--- config.mk ---
export PLATFORM = sky130hd
export DESIGN_NAME = sar_seq_ctrl
export DESIGN_NICKNAME = d
export VERILOG_FILES = /design/src/rtl/sar_seq_pkg.sv /design/src/rtl/sar_seq_timer.sv /design/src/rtl/sar_seq_sclk.sv /design/src/rtl/sar_seq_shift.sv /design/src/rtl/sar_seq_ctrl.sv
export SDC_FILE = /design/constraint.sdc
export NUM_CORES = 1
export LEC_CHECK = 0
export BUFFER_PORTS_ARGS = -buffer_cell sky130_fd_sc_hd__buf_4
export CORE_MARGIN = 3
export CORE_UTILIZATION = 59
export DETAILED_ROUTE_END_ITERATION = 10
export PLACE_DENSITY = 0.8
export SYNTH_ARGS = -nofsm -noshare
export SYNTH_HDL_FRONTEND = slang
export SYNTH_SLANG_ARGS = --single-unit
export TNS_END_PERCENT = 10
--- constraint.sdc ---
create_clock -name clk -period 5.5 [get_ports clk]
set_input_delay 0.55 -clock clk [delete_from_list [all_inputs] [get_ports clk]]
set_output_delay 0.55 -clock clk [all_outputs]
set_load 0.005 [all_outputs]
--- src/rtl/sar_seq_pkg.sv ---
package sar_seq_pkg;

    // period state of the conversion time base
    typedef enum logic [1:0] {
        TM_IDLE  = 2'd0,
        TM_RUN   = 2'd1,
        TM_DRAIN = 2'd2
    } tmode_e;

    // bits needed to hold values 0 .. n-1, at least one
    function automatic int unsigned cnt_bits(input int unsigned n);
        return (n < 2) ? 1 : $clog2(n);
    endfunction

endpackage

--- src/rtl/sar_seq_timer.sv ---
module sar_seq_timer
    import sar_seq_pkg::*;
#(
    parameter int unsigned CYC_CLKS = 500,
    parameter int unsigned CNT_W    = 10
) (
    input  logic             clk,
    input  logic             rst_n,
    input  logic             en_i,
    output logic [CNT_W-1:0] cnt_o,
    output logic             act_o
);

    localparam logic [CNT_W-1:0] LAST = CNT_W'(CYC_CLKS - 1);

    typedef struct packed {
        tmode_e           mode;
        logic [CNT_W-1:0] cnt;
    } tmr_st_t;

    tmr_st_t st_d, st_q;

    always_comb begin
        st_d = st_q;
        case (st_q.mode)
            TM_IDLE: begin
                if (en_i) begin
                    st_d.mode = TM_RUN;
                    st_d.cnt  = '0;
                end
            end
            default: begin
                if (st_q.cnt == LAST) begin
                    st_d.cnt  = '0;
                    st_d.mode = en_i ? TM_RUN : TM_IDLE;
                end else begin
                    st_d.cnt = st_q.cnt + 1'b1;
                    if (st_q.mode == TM_RUN && !en_i) begin
                        st_d.mode = TM_DRAIN;
                    end
                end
            end
        endcase
    end

    always_ff @(posedge clk) begin
        if (!rst_n) begin
            st_q <= '{mode: TM_IDLE, cnt: '0};
        end else begin
            st_q <= st_d;
        end
    end

    assign cnt_o = st_q.cnt;
    assign act_o = (st_q.mode == TM_RUN);


    drain_hold_chk: assert property (@(posedge clk) disable iff (!rst_n)
        (st_q.mode == TM_DRAIN && st_q.cnt != LAST) |=> (st_q.mode == TM_DRAIN));


    cnt_range_chk: assert property (@(posedge clk) disable iff (!rst_n)
        st_q.cnt <= LAST);

endmodule

--- src/rtl/sar_seq_sclk.sv ---
module sar_seq_sclk
    import sar_seq_pkg::*;
#(
    parameter int unsigned CONV_CLKS = 320,
    parameter int unsigned HALF_CLKS = 2,
    parameter int unsigned NBITS     = 16,
    parameter int unsigned CNT_W     = 10
) (
    input  logic             clk,
    input  logic             rst_n,
    input  logic [CNT_W-1:0] cnt_i,
    input  logic             act_i,
    output logic             sck_o,
    output logic             rise_o,
    output logic             fall_o,
    output logic             last_o
);

    localparam int unsigned PER  = 2 * HALF_CLKS;
    localparam int unsigned HC_W = cnt_bits(PER);
    localparam int unsigned BI_W = cnt_bits(NBITS);
    localparam logic [CNT_W-1:0] START   = CNT_W'(CONV_CLKS);
    localparam logic [HC_W-1:0]  HC_LAST = HC_W'(PER - 1);
    localparam logic [HC_W-1:0]  HC_HALF = HC_W'(HALF_CLKS);
    localparam logic [BI_W-1:0]  BI_LAST = BI_W'(NBITS - 1);

    typedef struct packed {
        logic            ph;
        logic [HC_W-1:0] hc;
        logic [BI_W-1:0] bi;
        logic            sck;
    } clk_st_t;

    clk_st_t st_d, st_q;

    always_comb begin
        st_d = st_q;
        if (!act_i) begin
            st_d.ph = 1'b0;
            st_d.hc = '0;
            st_d.bi = '0;
        end else if (cnt_i == START) begin
            st_d.ph = 1'b1;
            st_d.hc = '0;
            st_d.bi = '0;
        end else if (st_q.ph) begin
            if (st_q.hc == HC_LAST) begin
                st_d.hc = '0;
                if (st_q.bi == BI_LAST) begin
                    st_d.ph = 1'b0;
                end else begin
                    st_d.bi = st_q.bi + 1'b1;
                end
            end else begin
                st_d.hc = st_q.hc + 1'b1;
            end
        end
        st_d.sck = st_d.ph && (st_d.hc < HC_HALF);
    end

    always_ff @(posedge clk) begin
        if (!rst_n) begin
            st_q <= '0;
        end else begin
            st_q <= st_d;
        end
    end

    assign sck_o  = st_q.sck;
    assign rise_o = st_d.sck && !st_q.sck;
    assign fall_o = !st_d.sck && st_q.sck;
    assign last_o = rise_o && (st_d.bi == BI_LAST);

    // checker state: length of the current high run of the serial clock
    logic [HC_W:0] hi_run_q;
    always_ff @(posedge clk) begin
        if (!rst_n) begin
            hi_run_q <= '0;
        end else if (st_q.sck) begin
            hi_run_q <= hi_run_q + 1'b1;
        end else begin
            hi_run_q <= '0;
        end
    end


    sck_high_width_chk: assert property (@(posedge clk) disable iff (!rst_n)
        ($fell(st_q.sck) && act_i) |-> (hi_run_q == (HC_W + 1)'(HALF_CLKS)));

endmodule

--- src/rtl/sar_seq_shift.sv ---
module sar_seq_shift #(
    parameter int unsigned RES_W = 16,
    parameter int unsigned CFG_W = 14
) (
    input  logic             clk,
    input  logic             rst_n,
    input  logic             act_i,
    input  logic             load_i,
    input  logic [CFG_W-1:0] cfg_i,
    input  logic             sdo_i,
    input  logic             rise_i,
    input  logic             fall_i,
    input  logic             last_i,
    output logic             din_o,
    output logic [RES_W-1:0] result_o,
    output logic             valid_o
);

    typedef struct packed {
        logic [CFG_W-1:0] tx;
        logic [RES_W-1:0] rx;
        logic [RES_W-1:0] res;
        logic             vld;
    } sh_st_t;

    sh_st_t st_d, st_q;

    always_comb begin
        st_d     = st_q;
        st_d.vld = 1'b0;
        if (!act_i) begin
            st_d.tx = '0;
        end else if (load_i) begin
            st_d.tx = cfg_i;
            st_d.rx = '0;
        end else if (fall_i) begin
            st_d.tx = {st_q.tx[CFG_W-2:0], 1'b0};
        end
        if (rise_i) begin
            st_d.rx = {st_q.rx[RES_W-2:0], sdo_i};
            if (last_i) begin
                st_d.res = {st_q.rx[RES_W-2:0], sdo_i};
                st_d.vld = 1'b1;
            end
        end
    end

    always_ff @(posedge clk) begin
        if (!rst_n) begin
            st_q <= '0;
        end else begin
            st_q <= st_d;
        end
    end

    assign din_o    = st_q.tx[CFG_W-1];
    assign result_o = st_q.res;
    assign valid_o  = st_q.vld;


    valid_single_chk: assert property (@(posedge clk) disable iff (!rst_n)
        st_q.vld |=> !st_q.vld);


    result_hold_chk: assert property (@(posedge clk) disable iff (!rst_n)
        !st_q.vld |-> $stable(st_q.res));

endmodule

--- src/rtl/sar_seq_ctrl.sv ---
module sar_seq_ctrl
    import sar_seq_pkg::*;
#(
    parameter int unsigned CYC_CLKS  = 500,
    parameter int unsigned CONV_CLKS = 320,
    parameter int unsigned CNVH_CLKS = 2,
    parameter int unsigned HALF_CLKS = 2,
    parameter int unsigned RES_W     = 16,
    parameter int unsigned CFG_W     = 14
) (
    input  logic             clk,
    input  logic             rst_n,
    input  logic             en_i,
    input  logic [CFG_W-1:0] cfg_i,
    input  logic             sdo_i,
    output logic             cnv_o,
    output logic             sck_o,
    output logic             din_o,
    output logic [RES_W-1:0] result_o,
    output logic             valid_o
);

    localparam int unsigned CNT_W = cnt_bits(CYC_CLKS + 1);
    localparam logic [CNT_W-1:0] CNVH_END = CNT_W'(CNVH_CLKS);
    localparam logic [CNT_W-1:0] GAP_MAX  = CNT_W'(CYC_CLKS);

    logic [CNT_W-1:0] t_cnt;
    logic             t_act;
    logic             sck_rise, sck_fall, sck_last;

    typedef struct packed {
        logic cnv;
    } top_st_t;

    top_st_t st_d, st_q;

    sar_seq_timer #(
        .CYC_CLKS (CYC_CLKS),
        .CNT_W    (CNT_W)
    ) u_timer (
        .clk   (clk),
        .rst_n (rst_n),
        .en_i  (en_i),
        .cnt_o (t_cnt),
        .act_o (t_act)
    );

    sar_seq_sclk #(
        .CONV_CLKS (CONV_CLKS),
        .HALF_CLKS (HALF_CLKS),
        .NBITS     (RES_W),
        .CNT_W     (CNT_W)
    ) u_sclk (
        .clk    (clk),
        .rst_n  (rst_n),
        .cnt_i  (t_cnt),
        .act_i  (t_act),
        .sck_o  (sck_o),
        .rise_o (sck_rise),
        .fall_o (sck_fall),
        .last_o (sck_last)
    );

    sar_seq_shift #(
        .RES_W (RES_W),
        .CFG_W (CFG_W)
    ) u_shift (
        .clk      (clk),
        .rst_n    (rst_n),
        .act_i    (t_act),
        .load_i   (t_act && (t_cnt == '0)),
        .cfg_i    (cfg_i),
        .sdo_i    (sdo_i),
        .rise_i   (sck_rise),
        .fall_i   (sck_fall),
        .last_i   (sck_last),
        .din_o    (din_o),
        .result_o (result_o),
        .valid_o  (valid_o)
    );

    always_comb begin
        st_d     = st_q;
        st_d.cnv = t_act && (t_cnt < CNVH_END);
    end

    always_ff @(posedge clk) begin
        if (!rst_n) begin
            st_q <= '0;
        end else begin
            st_q <= st_d;
        end
    end

    assign cnv_o = st_q.cnv;

    // checker state: clocks since the last conversion start, saturating
    logic [CNT_W-1:0] gap_q;
    always_ff @(posedge clk) begin
        if (!rst_n) begin
            gap_q <= GAP_MAX;
        end else if (st_d.cnv && !st_q.cnv) begin
            gap_q <= '0;
        end else if (gap_q < GAP_MAX) begin
            gap_q <= gap_q + 1'b1;
        end
    end


    cnv_spacing_chk: assert property (@(posedge clk) disable iff (!rst_n)
        (st_d.cnv && !st_q.cnv) |-> (gap_q >= CNT_W'(CYC_CLKS - 1)));


    sck_lead_chk: assert property (@(posedge clk) disable iff (!rst_n)
        sck_rise |-> (gap_q >= CNT_W'(CONV_CLKS - 1)));


    cnv_sck_excl_chk: assert property (@(posedge clk) disable iff (!rst_n)
        !(cnv_o && sck_o));


    idle_quiet_chk: assert property (@(posedge clk) disable iff (!rst_n)
        (!en_i && !$past(en_i)) |=> (!cnv_o && !sck_o));


    din_setup_chk: assert property (@(posedge clk) disable iff (!rst_n)
        $rose(sck_o) |-> $stable(din_o));

endmodule

# --- Word-level counts from Yosys, hierarchy flattened ---
# Index checks and enable logic that the tools add are counted.
classes:
  n_mux: 19
  eq_ne: 7
  addsub: 3
  magnitude_cmp: 2
  n_reduce_logical: 21
op_table:
  columns: ["operator", "count"]
  rows:
  - ["2-to-1 mux 11 bit", 3]
  - ["2-to-1 mux 32 bit", 1]
  - ["2-to-1 mux 15 bit", 2]
  - ["2-to-1 mux 14 bit", 2]
  - ["2-to-1 mux 7 bit", 3]
  - ["equality test 9 bit, second input constant", 2]
  - ["2-to-1 mux 17 bit", 1]
  - ["AND reduction 2 bit", 5]
  - ["adder 9 x 1 -> 9 bit, second input constant", 1]
  - ["zero test 9 bit", 1]
  - ["< comparator 9 x 2 -> 1 bit, second input constant", 1]
  - ["equality test 4 bit, second input constant", 2]
  - ["2-to-1 mux 4 bit", 2]
  - ["logical AND 1 bit", 7]
  - ["nonzero test 2 bit", 3]
  - ["adder 4 x 1 -> 4 bit, second input constant", 1]
  - ["2-to-1 mux 2 bit", 2]
  - ["zero test 1 bit", 3]
  - ["2-to-1 mux 1 bit", 3]
  - ["nonzero test 3 bit", 1]
  - ["adder 2 x 1 -> 2 bit, second input constant", 1]
  - ["equality test 2 x 1 -> 1 bit, second input constant", 1]
  - ["equality test 2 bit, second input constant", 1]
  - ["zero test 2 bit", 1]
  - ["2 further kinds", 2]
totals:
  reg_bits: 66
  input_bits: 18
  output_inout_bits: 20

# --- Longest topological paths before layout ---
# Gate-level depths: netlist (run 1).
logic_depth:
  ltp_word: 12
  ltp_mapped: 10
  mapped_depth_nobuf: 7

# --- Hierarchy ---
# A second synthesis (run 1) with hierarchy kept.
unflattened:
  hier_cells: 359
  hier_area_um2: 3382.0
modules_own_cells:
  columns: ["module", "cells_per_inst", "seq_area_each_um2", "area_each_um2", "n_inst"]
  rows:
  - ["sar_seq_shift", 222, 920.9, 2175.8, 1]
  - ["sar_seq_timer", 73, 220.2, 654.4, 1]
  - ["sar_seq_sclk", 58, 160.2, 490.5, 1]
  - ["sar_seq_ctrl", 6, 20.0, 61.3, 1]

# --- Least setup slack after synthesis (run 1) ---
# Ideal clock, no wire load.
synth_path:
  path_kind: "register to register"
  from: "reg u_timer.st_q, in the netlist u_timer.cnt_o[4]"
  to: "reg u_shift.st_q, in the netlist u_shift.result_o[10]"
  required_ps: 5428
  slack_ps: 3114
  setup_time_ps: 72
  path_stages_with_launch: 10
  arrival_time_ps: 2315
  n_path_buf: 4
  cell_sequence: "dfxtp_1 > buf_2 > or3_1 > o32a_1 > or3_1 > buf_2 > nor4b_2 > buf_4 > buf_12 > mux2i_1"
synth_between:
  elab_chain_cells: 8
synth_rtl:
  columns: ["element", "line_no", "text"]
  rows:
  - ["from (decl)", "sar_seq_timer.sv:21", "tmr_st_t st_d, st_q;"]
  - ["from (signal assigned)", "sar_seq_timer.sv:48", "st_q <= '{mode: TM_IDLE, cnt: '0};"]
  - ["from (signal assigned)", "sar_seq_timer.sv:50", "st_q <= st_d;"]
  - ["equality test 9 bit *", "sar_seq_sclk.sv:42", "end else if (cnt_i == START) begin"]
  - ["2-to-1 mux 7 bit *", "sar_seq_sclk.sv:42", null]
  - ["2-to-1 mux 7 bit *", "sar_seq_sclk.sv:38", "if (!act_i) begin"]
  - ["< comparator 2 bit", "sar_seq_sclk.sv:58", "st_d.sck = st_d.ph && (st_d.hc < HC_HALF);"]
  - ["logical AND 1 bit", "sar_seq_sclk.sv:58", null]
  - ["logical AND 1 bit", "sar_seq_sclk.sv:70", "assign rise_o = st_d.sck && !st_q.sck;"]
  - ["logical AND 1 bit", "sar_seq_sclk.sv:72", "assign last_o = rise_o && (st_d.bi == BI_LAST);"]
  - ["AND reduction 2 bit (no source line) *", null, null]
  - ["to (signal assigned)", "sar_seq_shift.sv:52", "st_q <= st_d;"]
  - ["to (decl)", "sar_seq_shift.sv:26", "sh_st_t st_d, st_q;"]
# Mark *: on every way between the ends. The rest lies on a longest branch, timed or not.
# A chain may end at the register's enable or synchronous reset.

# --- Worst setup path after layout (run 1) ---
layout_path:
  from: "in rst_n"
  to: "reg u_shift.st_q, in the netlist u_shift.valid_o"
layout_between:
  elab_chain_cells: 1
layout_rtl:
  columns: ["element", "line_no", "text"]
  rows:
  - ["from (decl)", "sar_seq_ctrl.sv:12", "input logic rst_n,"]
  - ["AND reduction 2 bit (no source line)", null, null]
# Every way passes these cells.

==> impl_metrics.ini, run 1 <==
[status]
outcome = complete, no violations

[layout]
fin_nets = 382
multi_input_area_um2 = 1404
regArea_um2 = 1321
drive_gt1_share_pct = 15.89
synthToLayoutAreaGrowth_pct = 13.63
fillers = 405
antenna_cells = 0

[worst_setup_path]
cp-start-kind = primary input
r2r_cells = 6
critPathSlowestCell = nor2_1
r2r_end = u_shift.result_o[5]$_SDFFE_PN0P_
reg2reg_slack_ps = 2750
critPathMaxStageDelay_ps = 840
critPathRequiredTime_ps = 5750
cp_cell_sequence = buf_4, clkinv_1, nor2_1, nand2_1, nor4_1
cp-end-kind = flop
crit_fanout = 35
worst-setup-path-type = primary input to flop
critPathArrivalTime_ps = 3030
r2r-start = u_timer.cnt_o[8]$_SDFFE_PN0P_

[min_path]
holdPathStages = 2
hp-start = u_shift.result_o[7]$_SDFFE_PN0P_
hp-class = flop to flop
min_to = u_shift.result_o[7]$_SDFFE_PN0P_

[logic_synthesis]
ys.flop_type = dfxtp_1
yosysWarnings = 0
synth_commonest_cells = dfxtp_1, nand2_1, a21oi_1
synth-seq-cells = 66
synth_top_area_share_pct = 44.84
syn-num-nets = 366
yosys.area.top_type = dfxtp_1
synth_edf_count = 0
syn_area_per_cell_um2 = 8.566
syn_inst = 344
async_flop_share_pct = 0
ys_seq_area_share_pct = 44.84
yosysMostFrequentCell = dfxtp_1
yosys-top-cells-area = dfxtp_1, mux2i_1, nand2_1, a21oi_1, buf_4
netlist_area_um2 = 2947
yosysUniqueCellTypes = 39

[sta]
skew_ps = 8.883
setup_viol = 0
timing.fmax_mhz = 358.9
slew_headroom_pct = 20.70
hold_viol_final = 0
fin_setup_tns_ps = 0
worst_slack_ps = 2714
finalCritPeriodShare_pct = 50.66
drv_slew = 0
tightest_slew_ps = 1187
fin_crit_ps = 2786
rsz0062_at_grt = false

[place]
dp_slack_ps = 2336
gp_congestion = 0.8674
dp_hpwl_mm = 3.744
numPortBuffers = 37

[clock_network]
clock_latency_ps = 350
root_buffer = clkbuf_8
hold_buffers = 0
cts-htree-levels = 3
cts_resized = 0
cts_num_sinks = 66
cts_buffers = 9
post_cts_buffers = 0
path_clk_slew_ps = 70
cts_tree = done
clock_path_buffers = 2

[route]
wl_per_cell_um = 12.91
ant_nets = 0
viasPerCell = 5.519
num_vias = 2384
drc = 0
drtPass1Iterations = 5
drt-total-wl_mm = 5.576
dr.first_iter.drc_count = 111

[power]
ir_worst_vdd_v = 0.0001670
power.density_nw_per_um2 = 290.8
p_leak_nw = 1.302

[grt]
antenna_found_initial = 0
first_global_vias = 2195
grt_max_degree = 43
track_usage_pct = 20.12
grt_pass1_wl_mm = 9.508
overflow = 0

[floorplanning]
start_util_pct = 61.57
die_h_um = 76.67
row_count = 25
die_width_um = 76.67
ios = 38
dieArea_um2 = 5878
coreArea_um2 = 4786

[run]
drv_cap = 0
layout by cell type (no fill, tap or decap), types with 3 or more instances in the layout:
master | synthesis | final
a31oi_1 | 6 | 6
a21oi_1 | 35 | 35
or3_1 | 4 | 4
and3_1 | 4 | 4
and2_1 | 3 | 3
nor2b_1 | 3 | 3
nand2_1 | 58 | 58
nand3_1 | 21 | 21
buf_4 | 17 | 40
nand4_1 | 3 | 3
o21ai_0 | 18 | 18
inv_1 | 3 | 3
nor2_1 | 19 | 19
ha_1 | 4 | 4
mux2i_1 | 33 | 33
dfxtp_1 | 66 | 66
nor3_1 | 4 | 4
clkbuf_8 | 0 | 13
nand2b_1 | 4 | 4
sequential cells by signal, indices dropped and copies added (netlist names):
name / count
cnv_o: 1
u_timer.cnt_o: 9
u_shift.din_o: 1
u_shift.valid_o: 1
u_sclk.st_q: 7
u_sclk.sck_o: 1
u_shift.result_o: 16
u_timer.st_q: 2
u_shift.st_q: 28
through the flow:
step                      hold WS [ps]  cells  power (mW)  utilization (%)  cell area (um^2)
after floorplan                  435.1    344      0.5228                -              2947
after global placement           442.7    416      0.5374            65.28              3124
after detailed placement         449.7    416      0.5388            65.28              3124
after CTS                        457.6    432      0.9769            69.96              3348
after global routing             475.1    432       1.006            69.96              3348
final                            457.7    432      0.9736            69.96              3348
worst max-delay path by stage:
stage,cells past startpoint,slack [ps],end,startpoint
after floorplan,9,3110,u_shift.result_o[10]$_SDFFE_PN0P_,u_timer.cnt_o[4]$_SDFFE_PN0P_
after global routing,5,2480,u_shift.valid_o$_SDFF_PN0_,rst_n
after global placement,5,2440,u_shift.valid_o$_SDFF_PN0_,rst_n
final,5,2710,u_shift.valid_o$_SDFF_PN0_,rst_n
after CTS,5,2690,u_shift.valid_o$_SDFF_PN0_,rst_n
after detailed placement,5,2340,u_shift.valid_o$_SDFF_PN0_,rst_n
critical path: cells and delay by family:
kind,cells,cell delay (ps)
and+or+nand+nor,3,1480
buffers and inverters,2,990
metal layers:
| layer | global-route usage (%) | share of wire, % |
|---|---|---|
| met1 | 23.38 | 44 |
| met2 | 33.54 | 48 |
| met3 | 6.690 | 5.3 |
| met4 | 9.058 | 2.3 |
| met5 | 0 | 0 |
final cells by class:
cell class                      instances  share of cell area [%]
Clock buffer                           13                   5.344
Tap cell                               67                   2.504
Multi-Input combinational cell        239                   41.93
Sequential cell                        66                   39.46
Inverter                                4                  0.4484
Timing Repair Buffer                   40                   8.969
Clock inverter                          3                   1.345
report_power, final:
group          switching [mW]  internal [mW]
sequential            0.00299          0.481
combinational          0.0272         0.0160
clock                   0.187          0.259
total                   0.217          0.756
logic make-up after synthesis:
kind of cell               count (synthesis)  synth area share [%]
muxes                                     33                 11.21
DFF                                       66                 44.84
AOI/OAI and AO/OA                         67                 12.48
and+or+nand+nor                          133                 21.36
adders and majority gates                  4                 1.699
xor gates and xnor gates                   2                0.5946
buffers and inverters                     39                 7.813
Power figures use the tool's default switching activity.
==> inputs of run 2 (changes only) <==
Settings changed: CORE_UTILIZATION 59 to 57, PLACE_DENSITY 0.8 to 0.78.
Clock period 5.5 ns to 2.8 ns, I/O delays scaled along.
==> impl_metrics.ini, run 2 (same netlist as run 1, synthesis figures left out) <==
[floorplanning]
ios = 38
die_width_um = 77.90
die_h_um = 77.90
start_util_pct = 60.77
dieArea_um2 = 6068
row_count = 25
coreArea_um2 = 4848

[route]
drt-total-wl_mm = 5.511
drtPass1Iterations = 4
num_vias = 2365
dr.first_iter.drc_count = 140
drc = 0
ant_nets = 0
wl_per_cell_um = 12.67
viasPerCell = 5.437

[grt]
grt_pass1_wl_mm = 9.549
antenna_found_initial = 0
grt_max_degree = 43
first_global_vias = 2194
track_usage_pct = 19.52
overflow = 0

[clock_network]
root_buffer = clkbuf_8
cts-htree-levels = 3
clock_path_buffers = 2
hold_buffers = 0
cts_resized = 0
cts_tree = done
cts_buffers = 9
path_clk_slew_ps = 70
cts_num_sinks = 66
clock_latency_ps = 340
post_cts_buffers = 0

[sta]
hold_viol_final = 0
timing.fmax_mhz = 414.2
fin_crit_ps = 2414
fin_setup_tns_ps = 0
slew_headroom_pct = 63.28
drv_slew = 0
setup_viol = 0
tightest_slew_ps = 548.3
skew_ps = 7.158
finalCritPeriodShare_pct = 86.22
rsz0062_at_grt = false

[worst_setup_path]
r2r-start = u_timer.cnt_o[3]$_SDFFE_PN0P_
r2r_end = u_shift.result_o[2]$_SDFFE_PN0P_
crit_fanout = 16
r2r_cells = 6
crit_buf_inv = 1
cp-start-kind = flop
critical_path_depth = 6
critPathArrivalTime_ps = 2680
worstSetupStartpoint = u_timer.cnt_o[3]$_SDFFE_PN0P_
critPathSlowestCell = o32a_1
crit_family = simple AND/OR/NAND/NOR gates
critPathMaxStageDelay_ps = 400
critPathRequiredTime_ps = 3070
endpoint = u_shift.result_o[2]$_SDFFE_PN0P_
worst-setup-path-type = flop to flop
cp_cell_sequence = or3b_1, o32a_1, or3_1, nor4b_4, buf_4, mux2i_1
cp-end-kind = flop
reg2reg_slack_ps = 390

[layout]
drive_gt1_share_pct = 15.76
multi_input_area_um2 = 1404
final_common_cell = dfxtp_1
largest_reg_flops = 28
postLayoutCellArea_um2 = 3354
final_cell_mix = dfxtp_1, nand2_1, buf_4, a21oi_1, mux2i_1
regArea_um2 = 1321
fillers = 414
fin_nets = 386
antenna_cells = 0
regMostFlops = u_shift.st_q
synthToLayoutAreaGrowth_pct = 13.84

[power]
power.density_nw_per_um2 = 558.9
ir_worst_vdd_v = 0.0004258
p_leak_nw = 1.314

[run]
drv_cap = 0

[place]
numPortBuffers = 37
place_area_um2 = 3154
dp_hpwl_mm = 3.636
gp_congestion = 0.8641

[min_path]
hp-class = primary input to flop
hp-start = sdo_i

[status]
outcome = complete, no violations
-- run 2: cell count changes in the layout (fill, tap and decap cells not counted), sizes merged --
cell,delta
bufinv,+1
clkinvlp,-2
clkbuf,-1
buf,+4
clkinv,+1
-- run 2: cell type report --
type	count	area share [%]
Clock buffer	12	4.028
Clock inverter	3	1.940
Inverter	4	0.4476
Multi-Input combinational cell	239	41.85
Sequential cell	66	39.39
Tap cell	67	2.499
Timing Repair Buffer	44	9.847
-- run 2: worst min-delay path by stage --
stage / depth (start not counted) / slack, ps / to
after floorplan: 2 / 420 / u_shift.st_q[17]$_SDFFE_PN0P_
after global placement: 2 / 440 / u_shift.result_o[8]$_SDFFE_PN0P_
after detailed placement: 2 / 450 / u_shift.result_o[5]$_SDFFE_PN0P_
after CTS: 3 / 180 / u_shift.st_q[17]$_SDFFE_PN0P_
after global routing: 3 / 210 / u_shift.st_q[17]$_SDFFE_PN0P_
final: 3 / 200 / u_shift.st_q[17]$_SDFFE_PN0P_
-- run 2: report_power, final --
part | internal (mW) | leakage, nW | switching, mW
combinational | 0.0345 | 0.681 | 0.0549
sequential | 0.946 | 0.532 | 0.00558
clock | 0.496 | 0.100 | 0.337
total | 1.48 | 1.31 | 0.398
-- run 2: routing by layer --
| layer | vias up | GRT usage [%] | routed length [um] |
|---|---|---|---|
| met2 | 59 | 32.28 | 2663 |
| met3 | 12 | 4.176 | 275 |
| li1 | 1229 | - | - |
| met1 | 1065 | 23.69 | 2447 |
| met5 | - | 0 | 0 |
| met4 | 0 | 10.31 | 124 |
-- run 2: stage by stage --
| step | setup slack, ps | hold WS, ps | util [%] | instances | power (mW) |
|---|---|---|---|---|---|
| finish | 385.8 | 200.0 | 69.19 | 435 | 1.875 |
| global route | 238.0 | 207.4 | 69.19 | 435 | 1.957 |
| CTS | 367.7 | 184.7 | 69.19 | 435 | 1.899 |
| detailed placement | 394.2 | 448.6 | 65.06 | 420 | 1.062 |
| global placement | 445.2 | 442.7 | 65.06 | 420 | 1.061 |
| floorplan | 413.8 | 416.0 | - | 344 | 1.027 |
-- run 2: worst register-to-register path: stages, from the launching register on --
cell,delay (ps)
dfxtp_1,380
or3b_1,380
o32a_1,400
or3_1,380
nor4b_4,270
buf_4,320
mux2i_1,220
